File: src/rtl/fwd_pkg.sv
package fwd_pkg;
  typedef enum logic [1:0] {
    FWD_RF    = 2'b00,
    FWD_MEMWB = 2'b01,
    FWD_EXMEM = 2'b10
  } fwd_sel_e;

  typedef struct packed {
    logic hit_ex;
    logic hit_mem;
    logic load_ex;
  } src_hit_t;
endpackage

File: src/rtl/fwd_src_match.sv
module fwd_src_match
  import fwd_pkg::*;
#(
  parameter int AW = 5
) (
  input  logic [AW-1:0] src,
  input  logic          ex_wen,
  input  logic [AW-1:0] ex_rd,
  input  logic          ex_is_load,
  input  logic          mem_wen,
  input  logic [AW-1:0] mem_rd,
  output src_hit_t      hit
);
  logic src_live;

  always_comb begin
    src_live    = |src;
    hit.hit_ex  = src_live && ex_wen && (ex_rd == src);
    hit.hit_mem = src_live && mem_wen && (mem_rd == src);
    hit.load_ex = hit.hit_ex && ex_is_load;
  end
endmodule

File: src/rtl/fwd_sel_pick.sv
module fwd_sel_pick
  import fwd_pkg::*;
(
  input  src_hit_t hit,
  output fwd_sel_e sel
);
  always_comb begin
    if (hit.hit_ex)       sel = FWD_EXMEM;
    else if (hit.hit_mem) sel = FWD_MEMWB;
    else                  sel = FWD_RF;
  end
endmodule

File: src/rtl/fwd_interlock_unit.sv
module fwd_interlock_unit
  import fwd_pkg::*;
#(
  parameter int AW = 5
) (
  input  logic          clk,
  input  logic          rst_n,
  input  logic          id_valid,
  input  logic [AW-1:0] id_rs1,
  input  logic [AW-1:0] id_rs2,
  input  logic          ex_wen,
  input  logic [AW-1:0] ex_rd,
  input  logic          ex_is_load,
  input  logic          mem_wen,
  input  logic [AW-1:0] mem_rd,
  output logic [1:0]    fwd_a_sel,
  output logic [1:0]    fwd_b_sel,
  output logic          stall_if_id,
  output logic          bubble_id_ex
);
  localparam int NOPS = 2;

  logic [NOPS-1:0][AW-1:0] srcs;
  src_hit_t                hits  [NOPS];
  fwd_sel_e                picks [NOPS];
  fwd_sel_e                sel_q [NOPS];
  logic [NOPS-1:0]         load_hit;
  logic                    stall;

  assign srcs = {id_rs2, id_rs1};

  for (genvar g = 0; g < NOPS; g++) begin : g_op
    fwd_src_match #(.AW(AW)) u_match (
      .src       (srcs[g]),
      .ex_wen    (ex_wen),
      .ex_rd     (ex_rd),
      .ex_is_load(ex_is_load),
      .mem_wen   (mem_wen),
      .mem_rd    (mem_rd),
      .hit       (hits[g])
    );

    fwd_sel_pick u_pick (
      .hit(hits[g]),
      .sel(picks[g])
    );

    assign load_hit[g] = hits[g].load_ex;

    // Selects are recomputed every cycle; a stall or empty decode slot sends a bubble.
    always_ff @(posedge clk) begin
      if (!rst_n)                 sel_q[g] <= FWD_RF;
      else if (!id_valid || stall) sel_q[g] <= FWD_RF;
      else                        sel_q[g] <= picks[g];
    end
  end

  assign stall        = id_valid && (|load_hit);
  assign stall_if_id  = stall;
  assign bubble_id_ex = stall;
  assign fwd_a_sel    = sel_q[0];
  assign fwd_b_sel    = sel_q[1];

  // Encoding 2'b11 is never produced.
  assert_sel_legal_R10: assert property (@(posedge clk) disable iff (!rst_n)
    (fwd_a_sel != 2'b11) && (fwd_b_sel != 2'b11));

  // A stall needs a real instruction in decode.
  assert_stall_needs_valid_R11: assert property (@(posedge clk) disable iff (!rst_n)
    stall_if_id |-> id_valid);

  // The instruction entering execute after a stall is a bubble.
  assert_bubble_sel_rf_R8: assert property (@(posedge clk) disable iff (!rst_n)
    stall_if_id |=> (fwd_a_sel == 2'b00) && (fwd_b_sel == 2'b00));

  // Register 0 is never bypassed.
  assert_x0_no_fwd_R6: assert property (@(posedge clk) disable iff (!rst_n)
    (id_rs1 == '0) |=> (fwd_a_sel == 2'b00));

  // A memory-stage load alone never stalls.
  assert_mem_load_no_stall_R9: assert property (@(posedge clk) disable iff (!rst_n)
    (!ex_wen) |-> !stall_if_id);
endmodule

File: config.mk
export PLATFORM = sky130hd
export DESIGN_NAME = fwd_interlock_unit
export DESIGN_NICKNAME = d
export VERILOG_FILES = /design/src/rtl/fwd_pkg.sv /design/src/rtl/fwd_src_match.sv /design/src/rtl/fwd_sel_pick.sv /design/src/rtl/fwd_interlock_unit.sv
export SDC_FILE = /design/constraint.sdc
export NUM_CORES = 1
export LEC_CHECK = 0
export BUFFER_PORTS_ARGS = -buffer_cell sky130_fd_sc_hd__buf_2
export CAP_MARGIN = 20
export CORE_AREA = 10 10 47 49
export DETAILED_ROUTE_END_ITERATION = 6
export DIE_AREA = 0 0 57 59
export PLACE_DENSITY = 0.71
export REMOVE_ABC_BUFFERS = 1
export SLEW_MARGIN = 20
export SYNTH_ARGS = -nofsm -noshare
export SYNTH_HDL_FRONTEND = slang
export SYNTH_SLANG_ARGS = --single-unit
File: constraint.sdc
create_clock -name clk -period 2.2 [get_ports clk]
set_input_delay 0.44 -clock clk [delete_from_list [all_inputs] [get_ports clk]]
set_output_delay 0.44 -clock clk [all_outputs]
set_load 0.005 [all_outputs]
* Word level (Yosys, flattened, before mapping)
Memory sizes are Yosys's and may differ from the RTL's.
Index checks and enable logic that the tools add are counted.
Widths: inputs -> output; s select.
** Word-level totals
- Memory bits (writable) :: 4
- Memories :: 1
- Logic and storage cells :: 40
- Output and inout port bits :: 6
- Register bits :: 0
** Cells by class
- Bitwise logic cells :: 4
- Multiplexer cells :: 15
- Reductions and logical operators :: 16
- Equal/unequal tests :: 4
** Memory list
- sel_q :: words 2, bits a word 2, rd ports 2, clocked after Yosys merged registers in 0, write ports 2, line fwd_interlock_unit.sv:26 : fwd_sel_e sel_q [NOPS];
** Operators with widths (count)
- $eq 5x5->1 :: 4
- $mux 2 :: 6
- $logic_and 1x1->1 :: 11
- $reduce_or 5->1 :: 2
- $mux 1 :: 9
- $or 1x1->1 :: 4
- $reduce_or 2->1 :: 1
- $logic_not 1->1 :: 1
- $logic_or 1x1->1 :: 1

* Depth between registers and ports, before layout
Gate-level depths: netlist (run 1).
- Word-level depth :: 12
- Gate-level depth with buffers :: 5

* By module
A second synthesis (run 1) with hierarchy kept.
** Second synthesis, totals
- Cell total of the unflattened synthesis :: 54
- Area, all modules :: 504.2 um2
** Modules (own cells, without submodules)
- fwd_src_match :: area an instance 142.6 um2, times used 2, cells an instance 19
- fwd_interlock_unit :: area an instance 176.4 um2, times used 1, cells an instance 12
- fwd_sel_pick :: area an instance 21.3 um2, times used 2, cells an instance 2

* Worst setup path after synthesis (run 1)
Ideal clock, no wire load.
- Path type :: input-to-output
- Start :: input port id_rs2[1]
- End :: output port stall_if_id
- Path slack :: 0.218 ns
- Stages on the path :: 5
- Data arrival time :: 1.542 ns
- Path buffers :: 1
- Cell sequence :: or4_1 nor2_2 nor4_2 o211a_1 buf_4
** Between the ends
- Longest elaborated chain between the ends :: 6
- Elaborated cells on any way between the ends :: 7
- Those cells by class :: eq/ne: 1; reduce/logical: 6
** RTL lines
- start: declaration :: line fwd_interlock_unit.sv:10 : input logic [AW-1:0] id_rs2,
- $reduce_or 5->1 :: line fwd_src_match.sv:17 : src_live = |src;
- $logic_and 1x1->1 :: line fwd_src_match.sv:18 : hit.hit_ex = src_live && ex_wen && (ex_rd == src);
- $logic_and 1x1->1 * :: line fwd_src_match.sv:18
- $logic_and 1x1->1 * :: line fwd_src_match.sv:20 : hit.load_ex = hit.hit_ex && ex_is_load;
- $reduce_or 2->1 * :: line fwd_interlock_unit.sv:58 : assign stall = id_valid && (|load_hit);
- $logic_and 1x1->1 * :: line fwd_interlock_unit.sv:58
- end: declaration :: line fwd_interlock_unit.sv:18 : output logic stall_if_id,
Mark *: on every way between the ends. The rest lies on a longest branch, timed or not.

* Worst setup path after layout (run 1)
- Start :: input port id_rs2[1]
- End :: output port bubble_id_ex
** Between the ends
- Longest elaborated chain between the ends :: 6
- Elaborated cells on any way between the ends :: 7
- Those cells by class :: eq/ne: 1; reduce/logical: 6
** RTL lines
- $reduce_or 5->1 :: line fwd_src_match.sv:17
- $logic_and 1x1->1 :: line fwd_src_match.sv:18
- $logic_and 1x1->1 * :: line fwd_src_match.sv:18
- $logic_and 1x1->1 * :: line fwd_src_match.sv:20
- $reduce_or 2->1 * :: line fwd_interlock_unit.sv:58
- $logic_and 1x1->1 * :: line fwd_interlock_unit.sv:58
- end: declaration :: line fwd_interlock_unit.sv:19 : output logic bubble_id_ex
Marked as above.

==> results of run 1 <==
-- per-layer routing --
metal | vias to the layer above | routed length, um | GRT usage [%]
met5 | - | 0 | 0
met4 | 0 | 0 | 3.02
li1 | 235 | - | -
met3 | 0 | 197 | 6.44
met1 | 201 | 466 | 7.31
met2 | 25 | 596 | 13.3
-- power by group --
part           internal, mW  leakage (nW)  switching [mW]
clock network        0.0608        0.0138          0.0274
logic                0.0436         0.231          0.0405
registers            0.0882        0.0380        0.000721
-- synthesized netlist by cell type (2+ instances only) --
cell	number
a211oi_2	2
xor2_1	6
nor2_2	2
nor3b_1	2
nor4_2	2
xnor2_1	14
nand4_1	4
edfxtp_1	4
or4_1	3
-- logic make-up (layout without fill, tap and decap cells) --
group / Yosys count / after routing
compound gates: 3 / 3
buf+inv: 1 / 34
simple gates: 16 / 16
xor+xnor: 20 / 20
other cells: 1 / 4
flops: 4 / 4
-- final timing paths --
check | start | end | slack [ps] | cells past startpoint
max | id_rs2[1] | bubble_id_ex | 100 | 6
min | ex_is_load | sel_q[1][1]$_SDFFCE_PN0P_ | 580 | 2
-- stage by stage --
stage,instance area (um2),hold slack (ps)
after floorplan,465,635
after global placement,641,813
after detailed placement,641,812
after CTS,663,572
after global routing,663,588
final,663,578
-- final cells by class --
type | count | area, um2 | share of cell area [%]
tap | 16 | 20.0 | 3.02
sequential | 4 | 120 | 18.1
multi-input combinational | 43 | 345 | 52.1
clock buffer | 3 | 22.5 | 3.40
timing repair buffer | 31 | 155 | 23.4
==> summary.txt, run 1 <==
Placement
  – Placer congestion estimate: 0.835
  – Post-DP HPWL: 1170 um
  – Post-Place Worst Slack: 82.9 ps
  – DP Cell Count: 94
  – Buffers on Ports: 31

Layout
  – Share of cells above drive strength 1: 50.6%
  – N_diodes: 0
  – Most common cell after layout, fill and taps aside: buf_2
  – Non-filler cells, final: 97
  – Post-layout util: 47.3%
  – Largest register FFs: 4
  – Biggest regs: sel_q (4)
  – Biggest register: sel_q
  – FILL cells: 156
  – Syn-to-layout area delta: 43.6%
  – Leading cell types in the layout, fill and taps excluded: buf_2 (31), xnor2_1 (14), xor2_1 (6)
  – Nets: 109

STA
  – Setup violators final: 0
  – Min Tclk post-route: around 2100 ps
  – Final hold vios: 0
  – Setup TNS: 0 ps
  – Fmax: 475 MHz
  – Final worst slack: around 96 ps
  – RSZ-0062 raised after global routing: false
  – Fin. max-slew vios: 0
  – Tcrit/Tclk final: 95.6%

Logic synthesis
  – Multiplexer share of the synthesized area: 0%
  – Post-synthesis compound-gate area fraction: 7.59%
  – Synth area leader: xnor2_1
  – Post-synth top area share: 26.6%
  – Post-synthesis xor/xnor area fraction: between 30% and 40%
  – Largest family of logic cells by synthesized area: XOR/XNOR gates
  – Register area share after synthesis: 26.0%
  – Avg Inst Size Synth: about 10 um2
  – EDFF count, synth: 4
  – Post-Syn Instances: 45
  – Most used flip-flop cell after synthesis: edfxtp_1
  – Synth Area in Adders: 0%
  – Simple-gate share of the synthesized area: 26.0%
  – Synthesis Warnings: 0
  – #FFs+latches synth: 4
  – Mapped Area: ~460 um2
  – Post-synth cell types: 15
  – Post-synthesis async set-or-reset flop share: 0%
  – Top post-synthesis cells by area: xnor2_1 (27%), edfxtp_1 (26%), xor2_1 (11%)

Worst setup path
  – Crit path max-delay cell type: or4_1
  – Worst setup EP type: output port
  – CP max FO: 4
  – Most used cell, CP: buf_2
  – CP Cell Sequence: buf_2 > or4_1 > nor2_2 > nor4_2 > o211a_1 > buf_2
  – Crit-path leading delay family: simple AND/OR/NAND/NOR gates
  – Crit Path Category: input pin to output port
  – Required time of the critical path: 1760 ps
  – WP buf/inv: 2
  – Largest stage delay, worst path: approximately 530 ps
  – Crit start category: input pin
  – CP Data Arrival Time: ~1700 ps

Run
  – Max cap viols: 0

Die
  – Die W: between 50 and 60 um
  – IO Pins: 32
  – Row cnt: 14
  – Die area: 0.00336 mm2
  – Initial core utilization: 32.9%
  – Core area: 0.00140 mm2
  – Die span in y: ~59 um

Clock tree
  – Hold_buf cts: 0
  – CTS Root Cell: clkbuf_4
  – Maximum clock path buffer count: 2
  – Post-cts repair resize count: 0
  – CTS tree: built
  – Setup Fix Bufs, Post-CTS: 0
  – TritonCTS Sinks: 4
  – Number of H-tree levels: 1
  – Clk pin slew, worst setup/hold paths: around 30 ps
  – CTS buffer count: 3

Worst hold path
  – Worst Hold Class: input pin to flip-flop

Route
  – WL/cell: 13.0 um
  – DR vias: 461
  – Initial DRC Count: 2
  – Drt total wl: between 1000 and 1500 um
  – ANT nets after route: 0
  – Drt drc: 0
  – DR vias/cell: 4.75
  – Router iterations before antenna repair: 3

Power and ir drop
  – Leakage: 0.283 nW
  – PwrDens: 394 mW/mm2
  – VDD IR max: 135 uV
  – Total power: 261 uW

Global routing
  – Largest net degree at the start of global routing: 6
  – Aggregate global routing overflow: 0
  – Tot GR Track Use: 8.07%
  – Initial antenna violation count: 0
  – Global-route wire length before repair: 2210 um
  – Vias in the first global route: 563

Status
  – Status: complete, no violations
Power figures use the tool's default switching activity.
==> run 2: changes to the inputs <==
--- a/config.mk
+++ b/config.mk
@@ -5,12 +5,13 @@
 export SDC_FILE = /design/constraint.sdc
 export NUM_CORES = 1
 export LEC_CHECK = 0
+export ABC_AREA = 1
 export BUFFER_PORTS_ARGS = -buffer_cell sky130_fd_sc_hd__buf_2
 export CAP_MARGIN = 20
-export CORE_AREA = 10 10 47 49
+export CORE_MARGIN = 10
+export CORE_UTILIZATION = 45
 export DETAILED_ROUTE_END_ITERATION = 6
-export DIE_AREA = 0 0 57 59
-export PLACE_DENSITY = 0.71
+export PLACE_DENSITY = 0.8
 export REMOVE_ABC_BUFFERS = 1
 export SLEW_MARGIN = 20
 export SYNTH_ARGS = -nofsm -noshare
==> run 2 against run 1 <==
  * Combinational power rose by 40%
  * Synthesized cell count rose to 2.9 times the previous value
  * Via count increased by 85%
  * Wire length rose by 59%
  * Critical path depth up 1
  * First-iteration DRC count rose to 12 times the previous value
  * Sequential cell count stayed put
  * Setup slack improved by 270 ps
  * Critical path type unchanged
  * Largest cell class unchanged
==> summary.txt, run 2 <==
Status
  – Status: complete, no violations

Clock tree
  – Maximum clock path buffer count: 2 (unchanged)
  – CTS tree: built
  – CTS buffer count: 3 (unchanged)
  – Hold_buf cts: 0 (unchanged)
  – Clk pin slew, worst setup/hold paths: 40 ps (about the same)
  – Setup Fix Bufs, Post-CTS: 0 (unchanged)
  – TritonCTS Sinks: 4 (unchanged)
  – Number of H-tree levels: 1 (unchanged)
  – Post-cts repair resize count: 0 (unchanged)
  – CTS Root Cell: clkbuf_4

Route
  – Metal3 WL: 132 um (-33%)
  – Drt drc: 0 (unchanged)
  – DR vias/cell: 4.72 (-0.72%)
  – ANT nets after route: 0 (unchanged)
  – DR top layer: met4
  – M1 WL: 812 um (+74%)
  – Router iterations before antenna repair: 4 (+1)
  – WL/cell: 11.1 um (-15%)
  – Initial DRC Count: 24 (+22)
  – Wire length on met2: 1040 um (+74%)
  – Drt total wl: 2000 um (+59%)
  – DR vias: 854 (+85%)

Layout
  – Biggest regs: sel_q (4)
  – Biggest register: sel_q
  – N_diodes: 0 (unchanged)
  – Share of cells above drive strength 1: 27.7% (-23 points)
  – Leading cell types in the layout, fill and taps excluded: nand2_1 (53), buf_2 (31), inv_1 (19)
  – Multi-input gate area: 447 um2 (+29%)
  – Register Area: 120 um2 (unchanged)
  – FILL cells: 134 (-14%)
  – Nets: 194 (+78%)
  – Largest register FFs: 4 (unchanged)
  – Most common cell after layout, fill and taps aside: nand2_1
  – Syn-to-layout area delta: 30.1%

Logic synthesis
  – Multiplexer share of the synthesized area: 0% (unchanged)
  – Post-synthesis xor/xnor area fraction: 5.27% (-33 points)
  – Avg Inst Size Synth: 5.11 um2 (-50%)
  – Synth top cells by count: nand2_1 (53), inv_1 (19), nor2_1 (16), inv_2 (7), nand3_1 (6)
  – Post-Syn Instances: 130 (+190%)
  – Largest family of logic cells by synthesized area: simple AND/OR/NAND/NOR gates
  – Synthesis Warnings: 0 (unchanged)
  – #FFs+latches synth: 4 (unchanged)
  – Post-synthesis compound-gate area fraction: 6.78% (-0.81 points)
  – Register area share after synthesis: 18.1% (-7.9 points)
  – Most frequent cell after synthesis: nand2_1
  – Most used flip-flop cell after synthesis: edfxtp_1
  – Post-synth top area share: 29.9% (+3.4 points)
  – Simple-gate share of the synthesized area: 52.9% (+27 points)
  – Post-synth cell types: 20 (+5)
  – Synth Area in Adders: 0% (unchanged)
  – Post-synthesis async set-or-reset flop share: 0% (unchanged)
  – EDFF count, synth: 4 (unchanged)
  – Mapped Area: 664 um2 (+44%)
  – Top post-synthesis cells by area: nand2_1 (30%), edfxtp_1 (18%), inv_1 (11%)
  – Synth area leader: nand2_1

STA
  – Fin. max-slew vios: 0 (unchanged)
  – Min Tclk post-route: 1840 ps (-268 ps)
  – Setup TNS: 0 ps (unchanged)
  – Setup violators final: 0 (unchanged)
  – Tcrit/Tclk final: 83.4% (-12 points)
  – Fmax: 545 MHz (+15%)
  – Final hold vios: 0 (unchanged)
  – RSZ-0062 raised after global routing: false

Power and ir drop
  – Total power: 303 uW (+16%)
  – PwrDens: 350 mW/mm2 (-11%)
  – VDD IR max: 119 uV (-12%)
  – Leakage: 0.545 nW (+93%)

Die
  – Die span in y: 58.4 um (-0.97%)
  – Core area: 0.00135 mm2 (-3.7%)
  – Row cnt: 13 (-1)
  – IO Pins: 32 (unchanged)
  – Die W: 58.4 um (+2.5%)
  – Die area: 0.00341 mm2 (+1.5%)
  – Initial core utilization: 49.2% (+16 points)

Worst setup path
  – CP Capture Point: bubble_id_ex
  – Worst setup EP type: output port
  – CP Data Arrival Time: 1400 ps (-260 ps)
  – CP max FO: 4 (unchanged)
  – Required time of the critical path: 1760 ps (about the same)
  – Crit start category: input pin
  – Worst Setup SP: ex_rd[2]
  – Crit Path Category: input pin to output port

Placement
  – Post-DP HPWL: 1760 um (+50%)
  – Placer congestion estimate: 0.923 (+11%)
  – Buffers on Ports: 31 (unchanged)

Global routing
  – Largest net degree at the start of global routing: 7 (+1)
  – Tot GR Track Use: 11.7% (+3.6 points)
  – Aggregate global routing overflow: 0 (unchanged)
  – Global-route wire length before repair: 3240 um (+46%)
  – Initial antenna violation count: 0 (unchanged)
  – Vias in the first global route: 804 (+43%)

Worst hold path
  – Worst Hold Class: input pin to flip-flop
  – Hold_sp: rst_n
  – Worst Hold Depth: 3 (+1)

Run
  – Max cap viols: 0 (unchanged)
[run 2: cell types whose count changed after synthesis, moves of 2 or more]
cell	previous run	this run
a211oi_2	2	0
a21oi_1	0	3
inv_1	0	19
inv_2	0	7
nand2_1	1	53
nand3_1	1	6
nor2_1	0	16
nor3b_1	2	0
nor4_2	2	0
o21ai_0	0	2
o22ai_1	0	2
or4_1	3	0
xnor2_1	14	1
xor2_1	6	3
[run 2: metrics by stage]
stage	cell area [um2]	hold WS, ps	utilization [%]	setup WS [ps]	instances
floorplan	668	664	-	691	132
finish	865	543	64.0	365	181
global route	865	586	64.0	247	181
global placement	842	776	62.4	382	178
CTS	865	549	64.0	369	181
detailed placement	842	795	62.4	367	178
[run 2: cell type report]
type / count / area share (%)
well taps: 15 / 2.17
inverters: 27 / 11.7
multi-input cells: 101 / 51.7
flip-flops and latches: 4 / 13.9
clock buffers: 3 / 2.60
repair buffers: 31 / 17.9
[run 2: routing by layer]
metal,vias to the layer above,global-route usage (%)
met5,-,0
met1,365,12.7
met3,2,3.86
met2,28,19.0
li1,459,-
met4,0,7.38
[run 2: worst min-delay path by stage]
stage,to,slack [ps]
5_1_grt,sel_q[1][1]$_SDFFCE_PN0P_,590
6_report,sel_q[1][1]$_SDFFCE_PN0P_,540
3_3_place_gp,sel_q[1][1]$_SDFFCE_PN0P_,780
2_1_floorplan,sel_q[1][1]$_SDFFCE_PN0P_,660
3_5_place_dp,sel_q[1][1]$_SDFFCE_PN0P_,790
4_1_cts,sel_q[1][1]$_SDFFCE_PN0P_,550
[run 2: worst max-delay path: stages]
cell	delay (ps)
buf_2	130
xnor2_1	190
nand2_1	90
nor2_2	110
nand3_1	110
a21boi_1	180
buf_2	140
[run 2: kinds of logic (layout without fill, tap and decap cells)]
| logic type | count (synthesis) | count (layout) |
|---|---|---|
| buf+inv | 28 | 61 |
| simple gates | 85 | 85 |
| xor+xnor | 4 | 4 |
| flops | 4 | 4 |
| compound gates | 8 | 8 |
| other cells | 1 | 4 |
[run 2: power breakdown]
part / internal (mW) / switching (mW) / leakage (nW)
logic: 0.0479 / 0.0697 / 0.493
registers: 0.0882 / 0.000913 / 0.0380
clock network: 0.0613 / 0.0345 / 0.0138
total: 0.197 / 0.105 / 0.545
